### src/rtl/craps_pkg.sv
package craps_pkg;

  typedef enum logic [2:0] {
    ST_OPEN_WAIT,
    ST_OPEN_HELD,
    ST_OPEN_EVAL,
    ST_NEXT_WAIT,
    ST_NEXT_HELD,
    ST_NEXT_EVAL,
    ST_WON,
    ST_LOST
  } game_st_e;

endpackage

### src/rtl/craps_rst_sync.sv
module craps_rst_sync #(
  parameter int STAGES = 2
) (
  input  logic clk,
  input  logic arst_n,
  output logic srst_n
);

  logic [STAGES-1:0] shift_q;

  always_ff @(posedge clk or negedge arst_n) begin
    if (!arst_n) shift_q <= '0;
    else         shift_q <= {shift_q[STAGES-2:0], 1'b1};
  end

  assign srst_n = shift_q[STAGES-1];

endmodule

### src/rtl/craps_point_reg.sv
module craps_point_reg #(
  parameter int SUM_W = 4
) (
  input  logic             clk,
  input  logic             rst_n,
  input  logic             load,
  input  logic [SUM_W-1:0] sum,
  output logic             eq
);

  logic [SUM_W-1:0] point_q;

  always_ff @(posedge clk or negedge rst_n) begin
    if (!rst_n)    point_q <= '0;
    else if (load) point_q <= sum;
  end

  assign eq = (sum == point_q);

endmodule

### src/rtl/craps_tally.sv
module craps_tally #(
  parameter int W   = 4,
  parameter int MAX = 9
) (
  input  logic         clk,
  input  logic         rst_n,
  input  logic         inc,
  output logic [W-1:0] cnt
);

  localparam logic [W-1:0] MAX_V = W'(MAX);

  logic [W-1:0] cnt_q;
  logic         cnt_en;

  assign cnt_en = inc && (cnt_q != MAX_V);

  always_ff @(posedge clk or negedge rst_n) begin
    if (!rst_n)      cnt_q <= '0;
    else if (cnt_en) cnt_q <= cnt_q + 1'b1;
  end

  assign cnt = cnt_q;


  tally_bound_chk: assert property (@(posedge clk) disable iff (!rst_n)
    cnt_q <= MAX_V);


  tally_idle_chk: assert property (@(posedge clk) disable iff (!rst_n)
    !inc |=> $stable(cnt_q));

endmodule

### src/rtl/craps_fsm.sv
module craps_fsm
  import craps_pkg::*;
(
  input  logic clk,
  input  logic rst_n,
  input  logic roll_btn,
  input  logic is_nat,
  input  logic is_craps,
  input  logic is_seven,
  input  logic eq,
  output logic roll_en,
  output logic store_pt,
  output logic win,
  output logic lose,
  output logic win_evt,
  output logic lose_evt
);

  game_st_e st_q, st_d;
  logic     evaluating;

  always_comb begin
    st_d     = st_q;
    store_pt = 1'b0;
    unique case (st_q)
      ST_OPEN_WAIT: if (roll_btn)  st_d = ST_OPEN_HELD;
      ST_OPEN_HELD: if (!roll_btn) st_d = ST_OPEN_EVAL;
      ST_OPEN_EVAL: begin
        if (is_nat)        st_d = ST_WON;
        else if (is_craps) st_d = ST_LOST;
        else begin
          st_d     = ST_NEXT_WAIT;
          store_pt = 1'b1;
        end
      end
      ST_NEXT_WAIT: if (roll_btn)  st_d = ST_NEXT_HELD;
      ST_NEXT_HELD: if (!roll_btn) st_d = ST_NEXT_EVAL;
      ST_NEXT_EVAL: begin
        if (eq)            st_d = ST_WON;
        else if (is_seven) st_d = ST_LOST;
        else               st_d = ST_NEXT_WAIT;
      end
      ST_WON:  st_d = ST_WON;
      ST_LOST: st_d = ST_LOST;
      default: st_d = ST_OPEN_WAIT;
    endcase
  end

  always_ff @(posedge clk or negedge rst_n) begin
    if (!rst_n) st_q <= ST_OPEN_WAIT;
    else        st_q <= st_d;
  end

  assign evaluating = (st_q == ST_OPEN_EVAL) || (st_q == ST_NEXT_EVAL);
  assign roll_en    = roll_btn && (st_q inside {ST_OPEN_WAIT, ST_OPEN_HELD,
                                                ST_NEXT_WAIT, ST_NEXT_HELD});
  assign win        = (st_q == ST_WON);
  assign lose       = (st_q == ST_LOST);
  assign win_evt    = evaluating && (st_d == ST_WON);
  assign lose_evt   = evaluating && (st_d == ST_LOST);


  point_hit_chk: assert property (@(posedge clk) disable iff (!rst_n)
    (st_q == ST_NEXT_EVAL && eq) |=> win);


  seven_out_chk: assert property (@(posedge clk) disable iff (!rst_n)
    (st_q == ST_NEXT_EVAL && !eq && is_seven) |=> lose);


  later_flags_ignored_chk: assert property (@(posedge clk) disable iff (!rst_n)
    (st_q == ST_NEXT_EVAL && !eq && !is_seven) |=> (!win && !lose));

endmodule

### src/rtl/craps_ctrl.sv
module craps_ctrl #(
  parameter int SUM_W       = 4,
  parameter int TALLY_W     = 4,
  parameter int TALLY_MAX   = 9,
  parameter int SYNC_STAGES = 2,
  parameter bit TALLY_EN    = 1'b1
) (
  input  logic               clk,
  input  logic               sys_rst_n,
  input  logic               game_rst_n,
  input  logic               roll_btn,
  input  logic [SUM_W-1:0]   dice_sum,
  input  logic               sum_seven,
  input  logic               sum_natural,
  input  logic               sum_craps,
  output logic               roll_en,
  output logic               store_pt,
  output logic               win,
  output logic               lose,
  output logic [TALLY_W-1:0] win_count,
  output logic [TALLY_W-1:0] loss_count
);

  logic game_arst_n;
  logic game_srst_n;
  logic sys_srst_n;
  logic eq;
  logic win_evt;
  logic lose_evt;

  assign game_arst_n = game_rst_n && sys_rst_n;

  craps_rst_sync #(.STAGES(SYNC_STAGES)) u_game_sync (
    .clk    (clk),
    .arst_n (game_arst_n),
    .srst_n (game_srst_n)
  );

  craps_rst_sync #(.STAGES(SYNC_STAGES)) u_sys_sync (
    .clk    (clk),
    .arst_n (sys_rst_n),
    .srst_n (sys_srst_n)
  );

  craps_point_reg #(.SUM_W(SUM_W)) u_point (
    .clk   (clk),
    .rst_n (game_srst_n),
    .load  (store_pt),
    .sum   (dice_sum),
    .eq    (eq)
  );

  craps_fsm u_fsm (
    .clk      (clk),
    .rst_n    (game_srst_n),
    .roll_btn (roll_btn),
    .is_nat   (sum_natural),
    .is_craps (sum_craps),
    .is_seven (sum_seven),
    .eq       (eq),
    .roll_en  (roll_en),
    .store_pt (store_pt),
    .win      (win),
    .lose     (lose),
    .win_evt  (win_evt),
    .lose_evt (lose_evt)
  );

  if (TALLY_EN) begin : g_tally
    craps_tally #(.W(TALLY_W), .MAX(TALLY_MAX)) u_wins (
      .clk   (clk),
      .rst_n (sys_srst_n),
      .inc   (win_evt),
      .cnt   (win_count)
    );
    craps_tally #(.W(TALLY_W), .MAX(TALLY_MAX)) u_losses (
      .clk   (clk),
      .rst_n (sys_srst_n),
      .inc   (lose_evt),
      .cnt   (loss_count)
    );
  end else begin : g_no_tally
    assign win_count  = '0;
    assign loss_count = '0;
  end


  roll_gate_chk: assert property (@(posedge clk) disable iff (!game_srst_n)
    roll_en |-> roll_btn);


  result_excl_chk: assert property (@(posedge clk) disable iff (!game_srst_n)
    !(win && lose));


  win_hold_chk: assert property (@(posedge clk) disable iff (!game_srst_n)
    win |=> win);


  lose_hold_chk: assert property (@(posedge clk) disable iff (!game_srst_n)
    lose |=> lose);


  store_pulse_chk: assert property (@(posedge clk) disable iff (!game_srst_n)
    store_pt |=> (!store_pt && !win && !lose));

endmodule

### config.mk
export PLATFORM = sky130hd
export DESIGN_NAME = craps_ctrl
export DESIGN_NICKNAME = d
export VERILOG_FILES = /design/src/rtl/craps_pkg.sv /design/src/rtl/craps_rst_sync.sv /design/src/rtl/craps_point_reg.sv /design/src/rtl/craps_tally.sv /design/src/rtl/craps_fsm.sv /design/src/rtl/craps_ctrl.sv
export SDC_FILE = /design/constraint.sdc
export NUM_CORES = 1
export LEC_CHECK = 0
export ABC_AREA = 1
export ABC_CLOCK_PERIOD_IN_PS = 2150
export BUFFER_PORTS_ARGS = -buffer_cell sky130_fd_sc_hd__clkbuf_2
export CORE_MARGIN = 8
export CORE_UTILIZATION = 39
export CTS_CLUSTER_DIAMETER = 50
export DETAILED_ROUTE_END_ITERATION = 12
export GPL_TIMING_DRIVEN = 1
export RECOVER_POWER = 100
export SLEW_MARGIN = 20
export SYNTH_ARGS = -nofsm -noshare
export SYNTH_HDL_FRONTEND = slang
export SYNTH_HIERARCHICAL = 1
export SYNTH_SLANG_ARGS = --single-unit
### constraint.sdc
create_clock -name clk -period 2.15 [get_ports clk]
set_input_delay 0.215 -clock clk [delete_from_list [all_inputs] [get_ports clk]]
set_output_delay 0.215 -clock clk [all_outputs]
set_load 0.01 [all_outputs]
=== After elaboration in Yosys (flattened, before gate mapping) ===
Cells that the tools add are included.

* $add $sub $neg: 2
* Reduce and logical (&&, ||, !) cells: 9
* Mux-type cells: 12
* Equal/unequal tests: 12

{| class="wikitable"
|+ Operators by type and width
! kind !! count
|-
| 2-to-1 mux 3 bit || 8
|-
| case mux 3 bit (8 select lines) || 1
|-
| equality test 3 bit, second input constant || 6
|-
| adder 4 x 1 -> 4 bit, second input constant || 2
|-
| inequality test 4 bit, second input constant || 2
|-
| equality test 3 x 2 -> 1 bit, second input constant || 2
|-
| logical AND 1 bit || 6
|-
| equality test 4 bit || 1
|-
| nonzero test 4 bit || 1
|-
| equality test 3 x 1 -> 1 bit, second input constant || 1
|-
| zero test 3 bit || 1
|-
| 2-to-1 mux 1 bit || 3
|-
| logical OR 1 bit || 1
|}

* Output and inout port bits: 12
* Word-level logic and storage cells: 41
* Bits of input ports: 11
* Register bits after elaboration: 19

=== Depth between registers and ports, before layout ===
Gate-level depths: netlist of run 1.

* Depth after elaboration: 6
* Mapped depth: 15

=== Modules after synthesis ===
The synthesis of run 1 kept the hierarchy.

{| class="wikitable"
|+ Modules (own cells, without submodules)
! module !! instances !! area each (µm²) !! cells each !! seq. area each (µm²)
|-
| craps_tally || 2 || 232.7 || 28 || 100.1
|-
| craps_fsm || 1 || 301.5 || 46 || 75.1
|-
| craps_point_reg || 1 || 206.4 || 25 || 100.1
|-
| craps_rst_sync || 2 || 53.8 || 3 || 50.0
|-
| craps_ctrl || 1 || 7.5 || 2 || 0.0
|}

=== Worst setup path after synthesis of run 1 ===
OpenSTA, ideal clock, no wires.

* Path kind: reg2reg
* From: register u_fsm.st_q[1]
* To: register u_point.point_q[2]
* Buffers on the path: 0
* Required time: 2.025 ns
* Setup slack: 0.588 ns
* Arrival time: 1.438 ns
* Stages on the path, launching flop included: 6
* Setup time: 0.125 ns
* Cells stage by stage: dfrtp_1 > inv_2 > nor2_4 > nand3_1 > nor2_1 > mux2_2

* Longest elaborated chain between the ends: 2

{| class="wikitable"
|+ Ends and longest elaborated chain
! element !! RTL line !! source
|-
| start, declared || craps_fsm.sv:19 || <nowiki>game_st_e st_q, st_d;</nowiki>
|-
| start signal, assigned || craps_fsm.sv:51 || <nowiki>else st_q <= st_d;</nowiki>
|-
| equality test 3 x 2 -> 1 bit || craps_fsm.sv:25 || <nowiki>unique case (st_q)</nowiki>
|-
| 2-to-1 mux 1 bit || craps_fsm.sv:25 ||
|-
| net store_pt || craps_ctrl.sv:17 || <nowiki>output logic store_pt,</nowiki>
|-
| end signal, assigned || craps_point_reg.sv:15 || <nowiki>else if (load) point_q <= sum;</nowiki>
|-
| end, declared || craps_point_reg.sv:11 || <nowiki>logic [SUM_W-1:0] point_q;</nowiki>
|}

The timed path passes the listed nets, and every way through them passes these cells.
A chain may end at the register's enable or synchronous reset.

=== Final worst setup path of run 1 ===
* From: register u_fsm.st_q[1]
* To: output store_pt

* Longest elaborated chain between the ends: 2

{| class="wikitable"
|+ Ends and longest elaborated chain
! element !! RTL line
|-
| equality test 3 x 2 -> 1 bit || craps_fsm.sv:25
|-
| 2-to-1 mux 1 bit || craps_fsm.sv:25
|-
| end, declared || craps_ctrl.sv:17
|}

No other way between the ends.

==> impl_metrics.csv, run 1 <==
group,metric,value,unit
run_status,status,"finished, final reports clean",
critical_path,r2r_slack,0.50,ns
placed_design,post_dp_cell_area,1240,um2
yosys,yosysSeqAreaShare,43.7,%
grt,grt_pass1_vias,895,
detailed_routing,firstDrtPassIters,4,
timing,holdWs,0.125,ns
die,coreArea,2710,um2
die,die_h,68.8,um
yosys,synth_compound_area_share,5.06,%
grt,grt.met1_usage,11.9,%
detailed_routing,drt_iter0_markers,44,
critical_path,arrival,1.65,ns
pwr,ir_drop,0.000579,V
grt,use_met2,16.8,%
final_layout,area_growth,15.1,%
yosys,yosys_warnings,6,
yosys,synth_nets,150,
detailed_routing,wl,2070,um
clocking,clkTransAtPathRegs,0.11,ns
timing,setup_violations,0,
die,row_count,19,
placed_design,portBuffers,22,
worst_hold_path,hold_path.class,"reg2async",
timing,clock_skew,0.00671,ns
timing,rsz0062_at_grt,"false",
placed_design,dp.final_hpwl,1700,um
clocking,clkSinkCount,19,
grt,overflow,0,
critical_path,endpoint_kind,"output pin",
yosys,synth_area_leaders,"dfrtp_1 (44%), nand2_1 (13%), inv_1 (5.9%)",
yosys,synth_mux_area_share,2.07,%
grt,top_usage_layer,"met2",
detailed_routing,viasPerCell,4.62,
yosys,syn_inst,135,
yosys,ys_seq_elements,19,
clocking,post-cts-setup-buffer-count,0,
clocking,h-tree-depth,1,
timing,period_minus_slack,1.86,ns
yosys,synth_top_family_by_area,"simple AND/OR/NAND/NOR gates",
detailed_routing,wl_per_cell,10.6,um
yosys,syn_area,1090,um2
timing,hold_viol,0,
clocking,cts_buffer_depth,2,
yosys,netlist-cell-type-count,22,
pwr,p_per_area,1240,nW/um2
die,io_pins,23,
timing,period_share,86.7,%
clocking,cts_buffers,3,
critical_path,worstSetupStartpointType,"flip-flop",
final_layout,fin_nets,179,
clocking,cts_tree,"yes",
clocking,clkLatencyLatePin,0.29,ns
timing,finalMaxSlewViolations,0,
yosys,synth_top_area_cell,"dfrtp_1",
grt,grt_pass1_wl,3650,um
grt,use_met3,2.58,%
timing,clock.fmax,537,MHz
yosys,synth_xor_area_share,3.22,%
critical_path,critPathKind,"reg2out",
yosys,synth_adder_area_share,4.60,%
clocking,root_buffer,"clkbuf_4",
grt,antenna_found_initial,0,
yosys,synthSimpleGateAreaFrac,32.4,%
critical_path,cp_max_fo,7,
placed_design,place.gp.congestion,0.939,
yosys,post_synth.cell_area_avg,8.06,um2
final_layout,stdcell_area,1250,um2
timing,setup-tns-final,0,ns
critical_path,cp.required,1.93,ns
detailed_routing,ant_nets,0,
detailed_routing,routed-via-count,897,
final_layout,n_antenna_cell,0,
die,initial_core_util,40.2,%
yosys,synth_top_area_share,43.7,%
flow_run,maxCapViolations,0,
grt,grt_max_degree,12,
die,die_x,68.8,um
pwr,power_leakage,0.657,nW
final_layout,drive_above_1_share,17.8,%
detailed_routing,drc,0,
die,die_area,4740,um2
grt,grt_usage,10.1,%
[layout make-up]
type,instances,area (um2)
Clock inverter,1,5.00
Sequential cell,19,475
Fill cell,294,1460
Timing Repair Buffer,24,114
Multi-Input combinational cell,92,507
Tap cell,31,38.8
Inverter,24,90.1
Clock buffer,3,22.5
[metal layers]
metal  share of wire, %  vias up
li1                   -      470
met1                 48      408
met2                 46       17
met3                5.1        2
met4               0.82        0
met5                  0        -
[final timing paths]
check                                       start                     end  cells after the start
min                        u_game_sync/shift_q[1]      u_point/point_q[2]                      0
max reg2reg                         u_fsm/st_q[1]      u_point/point_q[3]                      5
max                                 u_fsm/st_q[1]                store_pt                      5
min in group clk                      dice_sum[1]      u_point/point_q[1]                      3
max in group asynchronous               sys_rst_n  u_game_sync/shift_q[0]                      4
min reg2reg                u_game_sync/shift_q[1]      u_point/point_q[2]                      0
[cell usage in the layout (no fill, tap or decap)]
cell / n
or2_2: 1
inv_2: 4
ha_1: 4
clkbuf_2: 9
o22ai_1: 1
nand3_1: 6
clkbuf_4: 3
dfrtp_1: 19
nand2_4: 2
nand2_2: 1
nor2_1: 9
o21ai_1: 2
nor2_4: 1
xnor2_1: 4
nor3_1: 1
o21ai_0: 6
nand4_1: 4
conb_1: 2
inv_1: 20
nand2_1: 40
a21oi_1: 1
dlygate4sd3_1: 2
clkinv_2: 1
mux2_2: 2
nand3_2: 5
clkbuf_1: 13
[where the power goes]
part / leakage [nW] / total [W] / internal (W) / switching (W)
logic: 0.403 / 0.000704 / 0.000280 / 0.000424
registers: 0.236 / 0.000675 / 0.000489 / 0.000186
clock network: 0.0177 / 0.000177 / 0.0000691 / 0.000108
total: 0.657 / 0.00156 / 0.000838 / 0.000718
[what timing repair did]
action	4_1_cts	5_1_grt
hold buffers	2	0
gates resized for setup	0	0
setup endpoints to repair	0	0
hold endpoints to repair	4	0
[stage by stage]
step | util, % | worst slack (ns) | std cells | power, W
after floorplan | - | 0.588 | 135 | 0.00124
after global placement | 45.7 | 0.511 | 188 | 0.00144
after detailed placement | 45.7 | 0.504 | 188 | 0.00147
after CTS | 47.4 | 0.250 | 194 | 0.00166
after global routing | 46.2 | 0.120 | 194 | 0.00172
final | 46.2 | 0.287 | 194 | 0.00156
[registers in the layout, summed over array words and instances, names as in the netlist]
register / cells
u_game_sync/shift_q: 2
g_tally.u_losses/cnt: 4
g_tally.u_wins/cnt: 4
u_sys_sync/shift_q: 2
u_fsm/st_q: 3
u_point/point_q: 4
[critical path, stage by stage (launching register included)]
cell and delay, ns:
dfrtp_1 0.46, inv_2 0.12, nor2_4 0.11, nand3_1 0.12, nor2_1 0.34, clkbuf_1 0.20
[logic make-up (layout without fill, tap and decap cells)]
family                   Yosys count  after routing
AO/OA/AOI/OAI                     10             10
XOR/XNOR                           4              4
adder cells (fa/ha/maj)            4              4
buffers and inverters             24             52
flip-flops                        19             19
multiplexers                       2              2
other                              2              2
AND/OR/NAND/NOR                   70             70
[Yosys cell counts]
cell type  instances
nor2_1             7
nand2_2            2
inv_1             17
xnor2_1            4
nand4_1            4
inv_2              7
nand3_2            5
mux2_2             2
nand2_1           39
nand3_1            6
o22ai_1            1
nor2_4             2
a21oi_2            1
conb_1             2
ha_1               4
nor2_2             1
nand2_4            2
o21ai_0            4
nor3_1             1
dfrtp_1           19
o21ai_1            4
or2_2              1
Power figures use the tool's default switching activity.
==> inputs of run 2 (changes only) <==
--- a/config.mk
+++ b/config.mk
@@ -5,7 +5,6 @@
 export SDC_FILE = /design/constraint.sdc
 export NUM_CORES = 1
 export LEC_CHECK = 0
-export ABC_AREA = 1
 export ABC_CLOCK_PERIOD_IN_PS = 2150
 export BUFFER_PORTS_ARGS = -buffer_cell sky130_fd_sc_hd__clkbuf_2
 export CORE_MARGIN = 8
==> impl_metrics.csv, run 2 <==
group,metric,value,unit
pwr,ir_drop,0.000477,V
clocking,post-cts-setup-buffer-count,0,
yosys,yosysSeqAreaShare,48.8,%
yosys,post_synth.cell_area_avg,10.9,um2
yosys,synth_nets,104,
die,coreArea,2430,um2
clocking,cts_buffer_depth,2,
critical_path,crit_path_top_delay_cell,"dfrtp_1",
yosys,syn_inst,89,
timing,period_minus_slack,2.04,ns
critical_path,crit_family,"simple AND/OR/NAND/NOR gates",
detailed_routing,wl_per_cell,12.8,um
critical_path,arrival,2.23,ns
timing,rsz0062_at_grt,"true",
yosys,synth_area_leaders,"dfrtp_1 (49%), ha_1 (5.1%), xnor2_1 (3.6%)",
clocking,clkLatencyLatePin,0.30,ns
yosys,yosys_warnings,6,
detailed_routing,routed-via-count,741,
clocking,cts_buffers,3,
final_layout,n_antenna_cell,0,
yosys,synth_top_area_share,48.8,%
grt,grt_usage,9.47,%
yosys,synth_top_cells_by_count,"dfrtp_1 (19), nand2_1 (7), nor2_1 (7)",
yosys,ys_seq_elements,19,
clocking,h-tree-depth,1,
clocking,clkSinkCount,19,
pwr,total_power,0.000748,W
grt,overflow,0,
placed_design,dp.final_hpwl,1460,um
yosys,netlist-cell-type-count,35,
detailed_routing,drt_iter0_markers,17,
die,io_pins,23,
yosys,synth_xor_area_share,7.20,%
placed_design,post_dp_cell_area,1130,um2
grt,antenna_found_initial,0,
detailed_routing,drc,0,
die,die_area,4350,um2
detailed_routing,wl,1890,um
yosys,synth_edf_count,0,
final_layout,multi_input_area,478,um2
flow_run,maxCapViolations,0,
yosys,synth_compound_area_share,7.71,%
yosys,synthSimpleGateAreaFrac,21.2,%
yosys,async_reset_ff_share,100,%
critical_path,cp.required,2.35,ns
final_layout,stdcell_area,1170,um2
final_layout,ff_latch_area,475,um2
critical_path,cp_max_fo,4,
final_layout,fillers,240,
final_layout,final_cells,148,
run_status,status,"finished, final reports clean",
final_layout,drive_above_1_share,26.3,%
die,row_count,18,
pwr,p_per_area,641,nW/um2
worst_hold_path,hold_path.class,"reg2async",
placed_design,portBuffers,22,
final_layout,final_common_cell,"dfrtp_1",
die,initial_core_util,40.0,%
pwr,power_leakage,0.539,nW
final_layout,layout_common_cells,"dfrtp_1 (19), clkbuf_1 (12), clkbuf_2 (11), nand2_1 (7), nor2_1 (7)",
final_layout,fin_util,48.0,%
grt,grt_pass1_wl,3220,um
detailed_routing,firstDrtPassIters,4,
yosys,synth_top_area_cell,"dfrtp_1",
yosys,synth_mux_area_share,6.68,%
critical_path,path_cells,"xor2_1 -> nor4_2 -> o211ai_1 -> o32a_1 -> nor4b_2 -> buf_4 -> nand4_1 -> xnor2_1",
die,die_h,66.0,um
placed_design,dp.cells,142,
final_layout,area_growth,19.9,%
critical_path,worstSetupStartpointType,"flip-flop",
timing,period_share,94.7,%
timing,setup_violations,0,
critical_path,critPathKind,"reg2reg",
timing,finalMaxSlewViolations,0,
yosys,synth_top_flop_cell,"dfrtp_1",
timing,clock.fmax,491,MHz
yosys,synth_adder_area_share,5.14,%
critical_path,cpPeakStageDelay,0.40,ns
timing,clock_skew,0.00260,ns
clocking,clkTransAtPathRegs,0.11,ns
yosys,post-synth-top-count-cell,"dfrtp_1",
detailed_routing,viasPerCell,5.01,
clocking,cts_tree,"yes",
placed_design,place.gp.congestion,0.782,
detailed_routing,ant_nets,0,
critical_path,crit_buf_inv,1,
final_layout,fin_nets,134,
grt,grt_pass1_vias,739,
die,die_x,66.0,um
clocking,root_buffer,"clkbuf_4",
yosys,syn_area,973,um2
yosys,synth_top_family_by_area,"simple AND/OR/NAND/NOR gates",
timing,hold_viol,0,
critical_path,endpoint_kind,"flip-flop",
grt,grt_max_degree,13,
==> run 2: cell types whose count changed in the layout (fill, tap and decap cells not counted), sizes merged, moves of 3 or more <==
cell   delta
inv      -21
nor4      +3
nor2      -3
nand2    -34
nand3     -9
xor2      +4
o21ai     -3
==> run 2: layer usage <==
| metal | track usage, % | wire [um] | up-vias |
|---|---|---|---|
| li1 | - | - | 369 |
| met1 | 10.7 | 870 | 352 |
| met2 | 14.7 | 860 | 18 |
| met3 | 4.92 | 143 | 2 |
| met4 | 3.73 | 15 | 0 |
| met5 | 0 | 0 | - |
==> run 2: layout make-up <==
class                           count  share of cell area (%)
Timing Repair Buffer               27                    11.6
Multi-Input combinational cell     65                    40.9
Inverter                            3                   0.965
Clock buffer                        3                    1.93
Tap cell                           30                    3.22
Sequential cell                    19                    40.7
Clock inverter                      1                   0.643
==> run 2: power by group <==
group	switching (W)	leakage, nW	internal (W)	total (W)
clock network	0.000118	0.0139	0.0000708	0.000188
logic	0.0000699	0.295	0.0000622	0.000132
registers	0.0000387	0.230	0.000389	0.000427
==> run 2: path summary, 6_finish.rpt <==
path	from	to	slack, ns	cells past startpoint
max	u_point/point_q[2]	g_tally.u_losses/cnt[3]	0.11	8
min in group clk	dice_sum[1]	u_point/point_q[1]	0.16	2
max reg2reg	u_point/point_q[2]	g_tally.u_losses/cnt[3]	0.11	8
min	u_game_sync/shift_q[1]	u_fsm/st_q[0]	0.12	0
min reg2reg	u_game_sync/shift_q[1]	u_fsm/st_q[0]	0.12	0
max in group asynchronous	sys_rst_n	u_game_sync/shift_q[0]	1.58	3
==> run 2: stage by stage <==
step	setup WS, ns	TNS, ns	hold slack, ns
3_5_place_dp	0.103	0	0.00693
2_1_floorplan	0.217	0	-0.0806
3_3_place_gp	0.174	0	0.00579
4_1_cts	0.0776	0	0.127
5_1_grt	-0.00328	-0.00328	0.140
6_report	0.115	0	0.116
==> run 2: cells by family (layout without fill, tap and decap cells) <==
logic type / count (synthesis) / in the layout
compound gates: 10 / 10
xor+xnor: 8 / 8
fa+ha+maj: 4 / 4
buf+inv: 5 / 34
flops: 19 / 19
mux: 6 / 6
other cells: 2 / 2
simple gates: 35 / 35
==> run 2: repair_timing <==
action / in CTS / in global routing
endpoints found under the setup margin: 0 / 5
resized for setup: 0 / 1
hold buffers: 2 / 0
hold endpoints to repair: 4 / 0
==> run 2: worst register-to-register path: cells and delay by family (launching register included) <==
kind,cells,cell delay (ns)
flip-flops,1,0.40
buffers and inverters,1,0.17
XOR/XNOR,2,0.33
AO/OA/AOI/OAI,2,0.35
AND/OR/NAND/NOR,3,0.69
